File: config.mk
export PLATFORM = sky130hd
export DESIGN_NAME = pll_seq_ctrl
export DESIGN_NICKNAME = d
export VERILOG_FILES = /design/src/rtl/pll_seq_pkg.sv /design/src/rtl/pll_seq_rst_sync.sv /design/src/rtl/pll_seq_wait_timer.sv /design/src/rtl/pll_seq_fsm.sv /design/src/rtl/pll_seq_out_regs.sv /design/src/rtl/pll_seq_ctrl.sv
export SDC_FILE = /design/constraint.sdc
export NUM_CORES = 1
export LEC_CHECK = 0
export BUFFER_PORTS_ARGS = -buffer_cell sky130_fd_sc_hd__buf_2
export CORE_MARGIN = 8
export CORE_UTILIZATION = 34
export CTS_BUF_LIST = sky130_fd_sc_hd__clkbuf_4 sky130_fd_sc_hd__clkbuf_8
export CTS_CLUSTER_SIZE = 24
export DETAILED_ROUTE_END_ITERATION = 12
export GPL_TIMING_DRIVEN = 0
export PLACE_DENSITY = 0.62
export SLEW_MARGIN = 0
export SYNTH_ARGS = -nofsm -noshare
export SYNTH_HDL_FRONTEND = slang
export SYNTH_HIERARCHICAL = 1
export SYNTH_SLANG_ARGS = --single-unit
File: constraint.sdc
create_clock -name clk -period 3.63 [get_ports clk]
set_input_delay 0.726 -clock clk [delete_from_list [all_inputs] [get_ports clk]]
set_output_delay 0.726 -clock clk [all_outputs]
set_load 0.03 [all_outputs]
File: src/rtl/pll_seq_pkg.sv
package pll_seq_pkg;

  typedef enum logic [3:0] {
    ST_IDLE, ST_REF, ST_BYP, ST_WMUX, ST_RSTON, ST_DISON, ST_PWRUP, ST_DISOFF,
    ST_LDPLL, ST_LDDIV, ST_GO, ST_WRST, ST_RSTOFF, ST_WLOCK, ST_PLLON, ST_FIN
  } seq_st_e;

  // Rounds up: cycles of freq_hz needed to cover us microseconds.
  function automatic int unsigned us_to_cycles(input longint unsigned freq_hz,
                                               input longint unsigned us);
    longint unsigned prod;
    prod = freq_hz * us + 64'd999_999;
    return 32'(prod / 64'd1_000_000);
  endfunction

endpackage

File: src/rtl/pll_seq_rst_sync.sv
module pll_seq_rst_sync (
  input  logic clk,
  input  logic rst_n,
  output logic rst_no
);
  logic [1:0] sync_q;

  always_ff @(posedge clk or negedge rst_n) begin
    if (!rst_n) sync_q <= 2'b00;
    else        sync_q <= {sync_q[0], 1'b1};
  end

  assign rst_no = sync_q[1];
endmodule

File: src/rtl/pll_seq_wait_timer.sv
module pll_seq_wait_timer #(
  parameter int unsigned TW = 4
) (
  input  logic          clk,
  input  logic          rst_ni,
  input  logic          load_i,
  input  logic [TW-1:0] val_i,
  output logic          zero_o
);
  logic [TW-1:0] cnt_q;
  logic [TW-1:0] cnt_d;
  logic          cnt_en;

  always_comb begin
    cnt_en = load_i || (cnt_q != '0);
    cnt_d  = load_i ? val_i : cnt_q - 1'b1;
  end

  always_ff @(posedge clk or negedge rst_ni) begin
    if (!rst_ni)     cnt_q <= '0;
    else if (cnt_en) cnt_q <= cnt_d;
  end

  assign zero_o = (cnt_q == '0);

  AST_TMR_DECR: assert property (@(posedge clk) disable iff (!rst_ni)
    (!$past(load_i) && $past(cnt_q) != '0) |-> cnt_q == $past(cnt_q) - 1'b1);
endmodule

File: src/rtl/pll_seq_fsm.sv
module pll_seq_fsm
  import pll_seq_pkg::*;
#(
  parameter int unsigned MUX_CYC  = 4,
  parameter int unsigned RST_CYC  = 125,
  parameter int unsigned LOCK_CYC = 8000,
  parameter int unsigned TW       = 14
) (
  input  logic          clk,
  input  logic          rst_ni,
  input  logic          req_valid_i,
  input  logic          req_pll_i,
  input  logic          tmr_zero_i,
  output logic          tmr_load_o,
  output logic [TW-1:0] tmr_val_o,
  output seq_st_e       st_o,
  output logic          accept_o,
  output logic          busy_o,
  output logic          done_o
);
  seq_st_e st_q, st_d;
  logic    mode_q;
  logic    busy_q, busy_d, busy_en;
  logic    done_q;

  assign accept_o = (st_q == ST_IDLE) && req_valid_i;

  always_comb begin
    st_d       = st_q;
    tmr_load_o = 1'b0;
    tmr_val_o  = '0;
    unique case (st_q)
      ST_IDLE:   if (req_valid_i) st_d = ST_REF;
      ST_REF:    st_d = ST_BYP;
      ST_BYP: begin
        st_d       = ST_WMUX;
        tmr_load_o = 1'b1;
        tmr_val_o  = TW'(MUX_CYC - 1);
      end
      ST_WMUX:   if (tmr_zero_i) st_d = ST_RSTON;
      ST_RSTON:  st_d = mode_q ? ST_DISON : ST_LDDIV;
      ST_DISON:  st_d = ST_PWRUP;
      ST_PWRUP:  st_d = ST_DISOFF;
      ST_DISOFF: st_d = ST_LDPLL;
      ST_LDPLL:  st_d = ST_LDDIV;
      ST_LDDIV:  st_d = ST_GO;
      ST_GO: begin
        if (mode_q) begin
          st_d       = ST_WRST;
          tmr_load_o = 1'b1;
          tmr_val_o  = TW'(RST_CYC - 1);
        end else begin
          st_d = ST_FIN;
        end
      end
      ST_WRST:   if (tmr_zero_i) st_d = ST_RSTOFF;
      ST_RSTOFF: begin
        st_d       = ST_WLOCK;
        tmr_load_o = 1'b1;
        tmr_val_o  = TW'(LOCK_CYC - 1);
      end
      ST_WLOCK:  if (tmr_zero_i) st_d = ST_PLLON;
      ST_PLLON:  st_d = ST_FIN;
      ST_FIN:    st_d = ST_IDLE;
      default:   st_d = ST_IDLE;
    endcase
  end

  always_comb begin
    busy_en = accept_o || (st_q == ST_FIN);
    busy_d  = accept_o;
  end

  always_ff @(posedge clk or negedge rst_ni) begin
    if (!rst_ni) begin
      st_q   <= ST_IDLE;
      mode_q <= 1'b0;
      busy_q <= 1'b0;
      done_q <= 1'b0;
    end else begin
      st_q   <= st_d;
      done_q <= (st_q == ST_FIN);
      if (accept_o) mode_q <= req_pll_i;
      if (busy_en)  busy_q <= busy_d;
    end
  end

  assign st_o   = st_q;
  assign busy_o = busy_q;
  assign done_o = done_q;

  AST_BUSY_DONE_EXCL: assert property (@(posedge clk) disable iff (!rst_ni)
    !(busy_q && done_q));
  AST_DONE_PULSE: assert property (@(posedge clk) disable iff (!rst_ni)
    done_q |=> !done_q);
  AST_NO_ACCEPT_BUSY: assert property (@(posedge clk) disable iff (!rst_ni)
    busy_q |-> !accept_o);
  AST_MODE_HELD: assert property (@(posedge clk) disable iff (!rst_ni)
    (busy_q && $past(busy_q)) |-> $stable(mode_q));
endmodule

File: src/rtl/pll_seq_out_regs.sv
module pll_seq_out_regs
  import pll_seq_pkg::*;
#(
  parameter int unsigned MUX_CYC  = 4,
  parameter int unsigned PRE_W    = 5,
  parameter int unsigned POST_W   = 5,
  parameter int unsigned MULT_W   = 8,
  parameter int unsigned ODIV_W   = 5,
  parameter int unsigned NUM_ODIV = 3,
  localparam int unsigned OD_TOT  = NUM_ODIV * ODIV_W
) (
  input  logic              clk,
  input  logic              rst_ni,
  input  seq_st_e           st_i,
  input  logic              accept_i,
  input  logic              req_ref_sq_i,
  input  logic [PRE_W-1:0]  req_prediv_i,
  input  logic [POST_W-1:0] req_postdiv_i,
  input  logic [MULT_W-1:0] req_mult_i,
  input  logic [OD_TOT-1:0] req_outdiv_i,
  output logic              ref_sq_o,
  output logic              en_src_pin_o,
  output logic              pll_en_o,
  output logic              pll_rst_o,
  output logic              pll_dis_o,
  output logic              pll_pwrdn_o,
  output logic [PRE_W-1:0]  prediv_o,
  output logic [POST_W-1:0] postdiv_o,
  output logic [MULT_W-1:0] mult_o,
  output logic [OD_TOT-1:0] outdiv_o,
  output logic              div_go_o
);
  localparam int unsigned AGE_W = $clog2(MUX_CYC + 2) + 1;

  // Captured request
  logic              cap_ref_q;
  logic [PRE_W-1:0]  cap_pre_q;
  logic [POST_W-1:0] cap_post_q;
  logic [MULT_W-1:0] cap_mult_q;
  logic [OD_TOT-1:0] cap_od_q;

  // Step enables
  logic en_ref, en_mux, en_rst, en_dis, en_pwr, en_pll, en_od;
  logic mux_d, rst_d, dis_d;

  always_comb begin
    en_ref = (st_i == ST_REF);
    en_mux = (st_i == ST_BYP) || (st_i == ST_PLLON);
    mux_d  = (st_i == ST_PLLON);
    en_rst = (st_i == ST_RSTON) || (st_i == ST_RSTOFF);
    rst_d  = (st_i == ST_RSTON);
    en_dis = (st_i == ST_DISON) || (st_i == ST_DISOFF);
    dis_d  = (st_i == ST_DISON);
    en_pwr = (st_i == ST_PWRUP);
    en_pll = (st_i == ST_LDPLL);
    en_od  = (st_i == ST_LDDIV);
  end

  always_ff @(posedge clk or negedge rst_ni) begin
    if (!rst_ni) begin
      cap_ref_q  <= 1'b0;
      cap_pre_q  <= '0;
      cap_post_q <= '0;
      cap_mult_q <= '0;
      cap_od_q   <= '0;
    end else if (accept_i) begin
      cap_ref_q  <= req_ref_sq_i;
      cap_pre_q  <= req_prediv_i;
      cap_post_q <= req_postdiv_i;
      cap_mult_q <= req_mult_i;
      cap_od_q   <= req_outdiv_i;
    end
  end

  always_ff @(posedge clk or negedge rst_ni) begin
    if (!rst_ni) begin
      ref_sq_o     <= 1'b0;
      en_src_pin_o <= 1'b1;
      pll_en_o     <= 1'b0;
      pll_rst_o    <= 1'b1;
      pll_dis_o    <= 1'b1;
      pll_pwrdn_o  <= 1'b1;
      prediv_o     <= '0;
      postdiv_o    <= '0;
      mult_o       <= '0;
      div_go_o     <= 1'b0;
    end else begin
      div_go_o <= (st_i == ST_GO);
      if (en_ref) begin
        ref_sq_o     <= cap_ref_q;
        en_src_pin_o <= 1'b0;
      end
      if (en_mux) pll_en_o    <= mux_d;
      if (en_rst) pll_rst_o   <= rst_d;
      if (en_dis) pll_dis_o   <= dis_d;
      if (en_pwr) pll_pwrdn_o <= 1'b0;
      if (en_pll) begin
        prediv_o  <= cap_pre_q;
        postdiv_o <= cap_post_q;
        mult_o    <= cap_mult_q;
      end
    end
  end

  // One register lane per output divider
  logic [ODIV_W-1:0] odiv_q [NUM_ODIV];

  for (genvar g = 0; g < NUM_ODIV; g++) begin : g_odiv
    always_ff @(posedge clk or negedge rst_ni) begin
      if (!rst_ni)    odiv_q[g] <= '0;
      else if (en_od) odiv_q[g] <= cap_od_q[g*ODIV_W +: ODIV_W];
    end
    assign outdiv_o[g*ODIV_W +: ODIV_W] = odiv_q[g];
  end

  // Cycles spent with the mux in bypass, saturating; used only by a check
  logic [AGE_W-1:0] byp_age_q;
  always_ff @(posedge clk or negedge rst_ni) begin
    if (!rst_ni)                 byp_age_q <= '0;
    else if (pll_en_o)           byp_age_q <= '0;
    else if (!(&byp_age_q))      byp_age_q <= byp_age_q + 1'b1;
  end

  AST_MUX_SETTLED: assert property (@(posedge clk) disable iff (!rst_ni)
    $rose(pll_rst_o) |-> (!pll_en_o && byp_age_q >= AGE_W'(MUX_CYC)));
  AST_DIS_IN_RST: assert property (@(posedge clk) disable iff (!rst_ni)
    $rose(pll_dis_o) |-> pll_rst_o);
  AST_PWRUP_ORDER: assert property (@(posedge clk) disable iff (!rst_ni)
    $fell(pll_pwrdn_o) |-> (pll_dis_o && pll_rst_o));
  AST_PLL_LOAD_LIVE: assert property (@(posedge clk) disable iff (!rst_ni)
    !$stable(mult_o) |-> (!pll_pwrdn_o && !pll_dis_o));
  AST_GO_PULSE: assert property (@(posedge clk) disable iff (!rst_ni)
    div_go_o |=> !div_go_o);
  AST_GO_AFTER_ODIV: assert property (@(posedge clk) disable iff (!rst_ni)
    !$stable(outdiv_o) |=> div_go_o);
  AST_EN_CLEAN: assert property (@(posedge clk) disable iff (!rst_ni)
    $rose(pll_en_o) |-> (!pll_rst_o && !pll_dis_o && !pll_pwrdn_o));
endmodule

File: src/rtl/pll_seq_ctrl.sv
module pll_seq_ctrl
  import pll_seq_pkg::*;
#(
  parameter int unsigned REF_FREQ_HZ = 25_000_000,
  parameter int unsigned RST_US      = 5,
  parameter int unsigned MUX_CYC     = 4,
  parameter int unsigned LOCK_CYC    = 8000,
  parameter int unsigned PRE_W       = 5,
  parameter int unsigned POST_W      = 5,
  parameter int unsigned MULT_W      = 8,
  parameter int unsigned ODIV_W      = 5,
  parameter int unsigned NUM_ODIV    = 3
) (
  input  logic                         clk,
  input  logic                         rst_n,
  input  logic                         req_valid,
  input  logic                         req_pll,
  input  logic                         req_ref_sq,
  input  logic [PRE_W-1:0]             req_prediv,
  input  logic [POST_W-1:0]            req_postdiv,
  input  logic [MULT_W-1:0]            req_mult,
  input  logic [NUM_ODIV*ODIV_W-1:0]   req_outdiv,
  output logic                         ref_sq,
  output logic                         en_src_pin,
  output logic                         pll_en,
  output logic                         pll_rst,
  output logic                         pll_dis,
  output logic                         pll_pwrdn,
  output logic [PRE_W-1:0]             prediv_o,
  output logic [POST_W-1:0]            postdiv_o,
  output logic [MULT_W-1:0]            mult_o,
  output logic [NUM_ODIV*ODIV_W-1:0]   outdiv_o,
  output logic                         div_go,
  output logic                         busy,
  output logic                         done
);
  localparam int unsigned RST_CYC  = us_to_cycles(64'(REF_FREQ_HZ), 64'(RST_US));
  localparam int unsigned MAX_A    = (MUX_CYC > RST_CYC) ? MUX_CYC : RST_CYC;
  localparam int unsigned MAX_CYC  = (MAX_A > LOCK_CYC) ? MAX_A : LOCK_CYC;
  localparam int unsigned TW       = $clog2(MAX_CYC) + 1;

  logic          rst_ni;
  logic          tmr_load;
  logic [TW-1:0] tmr_val;
  logic          tmr_zero;
  logic          accept;
  seq_st_e       st;

  pll_seq_rst_sync u_rst_sync (
    .clk    (clk),
    .rst_n  (rst_n),
    .rst_no (rst_ni)
  );

  pll_seq_wait_timer #(.TW(TW)) u_timer (
    .clk    (clk),
    .rst_ni (rst_ni),
    .load_i (tmr_load),
    .val_i  (tmr_val),
    .zero_o (tmr_zero)
  );

  pll_seq_fsm #(
    .MUX_CYC (MUX_CYC),
    .RST_CYC (RST_CYC),
    .LOCK_CYC(LOCK_CYC),
    .TW      (TW)
  ) u_fsm (
    .clk         (clk),
    .rst_ni      (rst_ni),
    .req_valid_i (req_valid),
    .req_pll_i   (req_pll),
    .tmr_zero_i  (tmr_zero),
    .tmr_load_o  (tmr_load),
    .tmr_val_o   (tmr_val),
    .st_o        (st),
    .accept_o    (accept),
    .busy_o      (busy),
    .done_o      (done)
  );

  pll_seq_out_regs #(
    .MUX_CYC (MUX_CYC),
    .PRE_W   (PRE_W),
    .POST_W  (POST_W),
    .MULT_W  (MULT_W),
    .ODIV_W  (ODIV_W),
    .NUM_ODIV(NUM_ODIV)
  ) u_out (
    .clk           (clk),
    .rst_ni        (rst_ni),
    .st_i          (st),
    .accept_i      (accept),
    .req_ref_sq_i  (req_ref_sq),
    .req_prediv_i  (req_prediv),
    .req_postdiv_i (req_postdiv),
    .req_mult_i    (req_mult),
    .req_outdiv_i  (req_outdiv),
    .ref_sq_o      (ref_sq),
    .en_src_pin_o  (en_src_pin),
    .pll_en_o      (pll_en),
    .pll_rst_o     (pll_rst),
    .pll_dis_o     (pll_dis),
    .pll_pwrdn_o   (pll_pwrdn),
    .prediv_o      (prediv_o),
    .postdiv_o     (postdiv_o),
    .mult_o        (mult_o),
    .outdiv_o      (outdiv_o),
    .div_go_o      (div_go)
  );

  AST_DONE_ENDS_BUSY: assert property (@(posedge clk) disable iff (!rst_ni)
    $fell(busy) |-> done);
endmodule

; Word level (Yosys, flattened, before mapping)
; Index checks and enable logic that the tools add are counted.
[word_totals]
elab_cells = 67
inputBits = 38
ff_bits = 97
output_inout_bits = 42
[op_classes]
n_eq_ne = 19
n_addsub = 1
mux = 12
n_reduce_logical = 11
[ops]
columns = cell, n
row1 = $pmux 4 s16, 1
row2 = $pmux 14 s3, 1
row3 = $eq 4x4->1 const B, 8
row4 = $mux 4, 5
row5 = $eq 4x3->1 const B, 4
row6 = $logic_not 14->1, 1
row7 = $mux 14, 1
row8 = $reduce_bool 14->1, 1
row9 = $sub 14x1->14 const B, 1
row10 = $eq 4x2->1 const B, 2
row11 = $ne 2x2->1 const B, 4
row12 = $mux 7, 1
row13 = $logic_or 1x1->1, 5
row14 = $eq 4x1->1 const B, 1
row15 = $logic_not 4->1, 1
row16 = $reduce_and 4->1, 1
row17 = $mux 3, 1
row18 = $pmux 1 s2, 1
row19 = $reduce_or 2->1, 1
row20 = $logic_and 1x1->1, 1
row21 = $mux 1, 1

; Longest topological paths before layout
[depth]
ltp_word = 4
mapped_depth = 8
depth_no_buf = 7

; By module
; The synthesis kept the hierarchy.
[modules_own_cells]
columns = module, area_each_um2, cells_per_inst, seq_area_each_um2, instances
row1 = pll_seq_out_regs, 2815.2, 168, 1856.8, 1
row2 = pll_seq_wait_timer, 825.8, 77, 350.3, 1
row3 = pll_seq_fsm, 499.2, 58, 175.2, 1
row4 = pll_seq_rst_sync, 53.8, 3, 50.0, 1

; Worst setup path before layout
; Ideal clock, no wire load.
[synth_timing]
path_type = register to register
start = register u_fsm.st_q[1], in the netlist u_fsm/st_o[1]
end = register u_out.cap_mult_q[1]
synth_period_minus_slack_ns = 2.009
setup_time_ns = 0.125
arrival_time_ns = 1.884
required_ns = 3.505
n_path_buf = 3
setup_slack_ns = 1.621
path_stages_with_launch = 8
path_cell_list = dfrtp_1 -> buf_2 -> nor2_2 -> nand3_1 -> inv_1 -> clkbuf_1 -> buf_1 -> mux2_2
[synth_via]
elab_chain_cells = 2
[synth_lines]
columns = item, line_no
row1 = start: declaration, pll_seq_fsm.sv:21  ; seq_st_e st_q, st_d;
row2 = start signal: assignment, pll_seq_fsm.sv:81  ; st_q <= st_d;
row3 = $logic_not 4->1, pll_seq_fsm.sv:26  ; assign accept_o = (st_q == ST_IDLE) && req_valid_i;
row4 = $logic_and 1x1->1, pll_seq_fsm.sv:26
row5 = net accept, pll_seq_ctrl.sv:46  ; logic accept;
row6 = end signal: assignment, pll_seq_out_regs.sv:70  ; cap_mult_q <= req_mult_i;
row7 = end: declaration, pll_seq_out_regs.sv:39  ; logic [MULT_W-1:0] cap_mult_q;
; The timed path passes the listed nets, and every way through them passes these cells.
; A chain may end at the register's enable or synchronous reset.

; Worst setup path after layout
[layout_timing]
start = register u_fsm.st_q[1], in the netlist u_fsm/st_o[1]
end = register u_out.cap_od_q[1]
[layout_via]
elab_chain_cells = 2
[layout_lines]
columns = item, line_no
row1 = $logic_not 4->1, pll_seq_fsm.sv:26
row2 = $logic_and 1x1->1, pll_seq_fsm.sv:26
row3 = net accept, pll_seq_ctrl.sv:46
row4 = end signal: assignment, pll_seq_out_regs.sv:71  ; cap_od_q <= req_outdiv_i;
row5 = end: declaration, pll_seq_out_regs.sv:40  ; logic [OD_TOT-1:0] cap_od_q;
; The timed path passes the listed nets, and every way through them passes these cells.

==> qor.csv <==
stage;metric;value;unit
pwr;combPwrFrac;0.384;
drt;drtIter0Drc;99;
cts;h-tree-depth;3;
critical_path;crit_arrival;2750;ps
die;die_h;127;um
critical_path;critPathSlowestCell;dfrtp_1;
place;io_buffers;79;
die;io_pins;80;
cts;cts_num_sinks;97;
timing;fmax;399;MHz
global_routing;grt_pass1_vias;2893;
die;die-area;16100;um^2
critical_path;crit_fanout;11;
flow_run;cap_violations;0;
cts;worstSkewPairLatency;350;ps
synthesis;syn_inst;306;
timing;fin_crit_sh;0.690;
cts;postCtsHoldBufs;0;
global_routing;grt_overflow;0;
drt;vias;2662;
synthesis;synth_seq_area_share;0.580;
synthesis;synth_compound_area_frac;0.0582;
drt;wirelength;8580;um
pwr;power.share.clock;0.185;
final_layout;n_antenna_cell;0;
run_status;outcome;finished clean;
drt;ant_nets;0;
synthesis;synthAdderAreaFrac;0.00298;
pwr;seqPwrFrac;0.431;
critical_path;slowest_delay;520;ps
timing;fin_skew;6.99;ps
global_routing;grt_util_all_layers;0.110;
cts;root_buffer;clkbuf_8;
synthesis;synthMuxAreaShare;0.190;
cts;clockBufferDepth;2;
synthesis;ys_warn_count;6;
place;place_worst_setup_slack;1090;ps
timing;whs;143;ps
pwr;switching_share;0.365;
critical_path;cp.required;3870;ps
timing;final.setup.worst_slack;1120;ps
critical_path;reg2reg_slack;1120;ps
place;gp_congestion;0.762;
pwr;p_leak;2.43;nW
timing;layout_min_cycle_time;2510;ps
global_routing;antenna_found_initial;0;
synthesis;synth_top_family_by_area;multiplexers;
timing;drv_slew;0;
synthesis;synthFlopType;dfrtp_1;
die;initial_core_util;0.349;
cts;clk_pin_slew;90;ps
cts;post_cts_resize_count;0;
die;rows;40;
timing;hold_viol;0;
synthesis;syn_area_per_cell;13.7;um^2
synthesis;ys_ff_latch;97;
critical_path;path_class;register to register;
synthesis;synth-async-reset-ratio;1.00;
critical_path;crit_path_start_kind;register;
synthesis;netlist_area;4190;um^2
pwr;power.switching;1.51;mW
pwr;p_int;2.63;mW
die;core_area;12000;um^2
drt;drc;0;
timing;worst_pin_slew;720;ps
global_routing;grt_pass1_wl;14500;um
synthesis;synth_edf_count;0;
global_routing;grt_max_degree;62;
synthesis;synth-xor-area-share;0.0209;
critical_path;crit_chain;buf_2 -> nor2_2 -> nand3_1 -> inv_1 -> clkbuf_1 -> buf_1 -> mux2_2;
timing;slew_headroom;0.518;
drt;dr.pass1.iters;4;
cts;cts_buffers;9;
synthesis;synth_cell_types;55;
timing;finalSetupViolCount;0;
synthesis;synth-simple-area-share;0.0979;
final_layout;final_layout_size_suffix_gt1_frac;0.509;
place;dp_hpwl;6290;um
drt;routedWlPerCell;15.6;um
critical_path;critPathCaptureType;register;
timing;rsz0062_at_grt;false;
cts;cts_tree;done;
final_layout;final_util;0.419;
final_layout;nNetsFinal;437;
worst_hold_path;hp-class;input pin to asynchronous set/reset pin;
cts;post_cts.repair.setup_buffers;0;
pwr;power.density;823;nW/um^2
final_layout;syn2layout_area_growth;20.0;%
die;dieWidth;127;um
drt;vias_per_cell;4.84;
pwr;max-vdd-ir-drop;0.326;mV
final_layout;fill_cells;1135;
==> final cells by class <==
class,count,area [um^2],area share
Clock buffer,11,145,0.0288
Inverter,9,33.8,0.00671
Timing Repair Buffer,80,423,0.0840
Clock inverter,5,78.8,0.0157
Sequential cell,97,2440,0.484
Tap cell,147,184,0.0365
Buffer,25,168,0.0333
Multi-Input combinational cell,176,1560,0.311
==> power by group through the flow <==
stage               clock, mW  sequential (mW)  combinational, mW
floorplan                   0             2.06              0.911
global placement            0             1.79               1.55
detailed placement          0             1.81               1.60
CTS                     0.800             1.79               1.61
global route            0.842             1.85               1.73
finish                  0.767             1.79               1.59
==> path summary, 6_finish.rpt <==
| check | cells past startpoint | to | start |
|---|---|---|---|
| hold reg to reg | 0 | u_out/cap_mult_q[3] | u_rst_sync/sync_q[1] |
| hold / removal | 1 | u_rst_sync/sync_q[1] | rst_n |
| setup / recovery | 7 | u_out/cap_od_q[1] | u_fsm/st_o[1] |
| min in group clk | 0 | u_rst_sync/sync_q[1] | u_rst_sync/sync_q[0] |
| setup reg to reg | 7 | u_out/cap_od_q[1] | u_fsm/st_o[1] |
| max in group asynchronous | 1 | u_out/en_src_pin_o | u_rst_sync/sync_q[1] |
==> synthesized netlist by cell type, types with 2 or more instances <==
| library cell | instances | share of area |
|---|---|---|
| dfrtp_1 | 93 | 0.55 |
| nor4_2 | 3 | 0.0090 |
| nand3b_1 | 3 | 0.0054 |
| buf_1 | 2 | 0.0018 |
| nor2_2 | 2 | 0.0030 |
| inv_1 | 8 | 0.0072 |
| mux2_2 | 69 | 0.19 |
| nand2_1 | 10 | 0.0090 |
| buf_4 | 12 | 0.021 |
| nor4_1 | 2 | 0.0030 |
| buf_2 | 5 | 0.0060 |
| conb_1 | 2 | 0.0018 |
| clkbuf_1 | 3 | 0.0027 |
| nor3b_1 | 3 | 0.0054 |
| xnor2_1 | 10 | 0.021 |
| dfstp_2 | 4 | 0.025 |
| nor3_1 | 2 | 0.0024 |
| o21ai_0 | 5 | 0.0060 |
| or2_1 | 2 | 0.0030 |
| nor2b_1 | 5 | 0.0075 |
| nand4b_1 | 2 | 0.0042 |
| nand2b_1 | 2 | 0.0030 |
| a22o_1 | 8 | 0.017 |
| nand3_1 | 4 | 0.0048 |
| o31ai_1 | 4 | 0.0072 |
| buf_6 | 3 | 0.0081 |
| nor4b_1 | 2 | 0.0042 |
| nor2_1 | 7 | 0.0063 |
| a21oi_1 | 3 | 0.0036 |
==> worst max-delay path: cells and delay by family (launching register included) <==
family | cells | cell delay, ps
and+or+nand+nor | 2 | 300
buffers and inverters | 4 | 1180
DFF | 1 | 520
muxes | 1 | 400
==> flip-flops by register name, indices dropped and copies added, names as in the netlist <==
name,flops
u_fsm/busy_o,1
u_timer/cnt_q,14
u_fsm/st_o,4
u_fsm/done_o,1
u_out/pll_en_o,1
u_out/prediv_o,5
u_out/cap_post_q,5
u_out/outdiv_o,15
u_out/cap_mult_q,8
u_out/en_src_pin_o,1
u_out/pll_rst_o,1
u_fsm/mode_q,1
u_out/cap_od_q,15
u_out/postdiv_o,5
u_out/mult_o,8
u_out/div_go_o,1
u_out/pll_dis_o,1
u_out/ref_sq_o,1
u_out/pll_pwrdn_o,1
u_out/cap_pre_q,5
u_rst_sync/sync_q,2
u_out/cap_ref_q,1
==> kinds of logic (layout without fill, tap and decap cells) <==
logic type | count (synthesis) | count (layout)
AOI/OAI and AO/OA | 32 | 32
xor gates and xnor gates | 10 | 10
adders and majority gates | 1 | 1
buffers and inverters | 34 | 130
DFF | 97 | 97
muxes | 71 | 71
other | 2 | 3
and+or+nand+nor | 59 | 59
==> stage by stage <==
step	TNS [ps]	cell area, um^2	std cells	power, mW
3_3_place_gp	-22510	4780	533	3.34
6_report	0	5030	550	4.14
2_1_floorplan	0	4200	307	2.98
4_1_cts	0	5030	550	4.20
5_1_grt	0	5030	550	4.42
3_5_place_dp	0	4810	534	3.41
==> cell usage in the layout, fill, tap and decap left out, types with 5 or more instances in the layout <==
cell type,n
o21ai_0,5
a22o_1,8
buf_2,84
nor2b_1,5
inv_1,8
dfrtp_1,92
nor2_1,7
mux2_2,69
clkbuf_8,10
buf_4,12
nand2_1,10
xnor2_1,10
==> routing by layer <==
layer / vias up / track usage / wire, um
met5: - / 0 / 0
met4: 0 / 0.0378 / 100
met3: 8 / 0.0487 / 662
met2: 58 / 0.175 / 4030
met1: 1347 / 0.132 / 3790
li1: 1249 / - / -
Note: power is estimated with default switching activity, not from simulation.
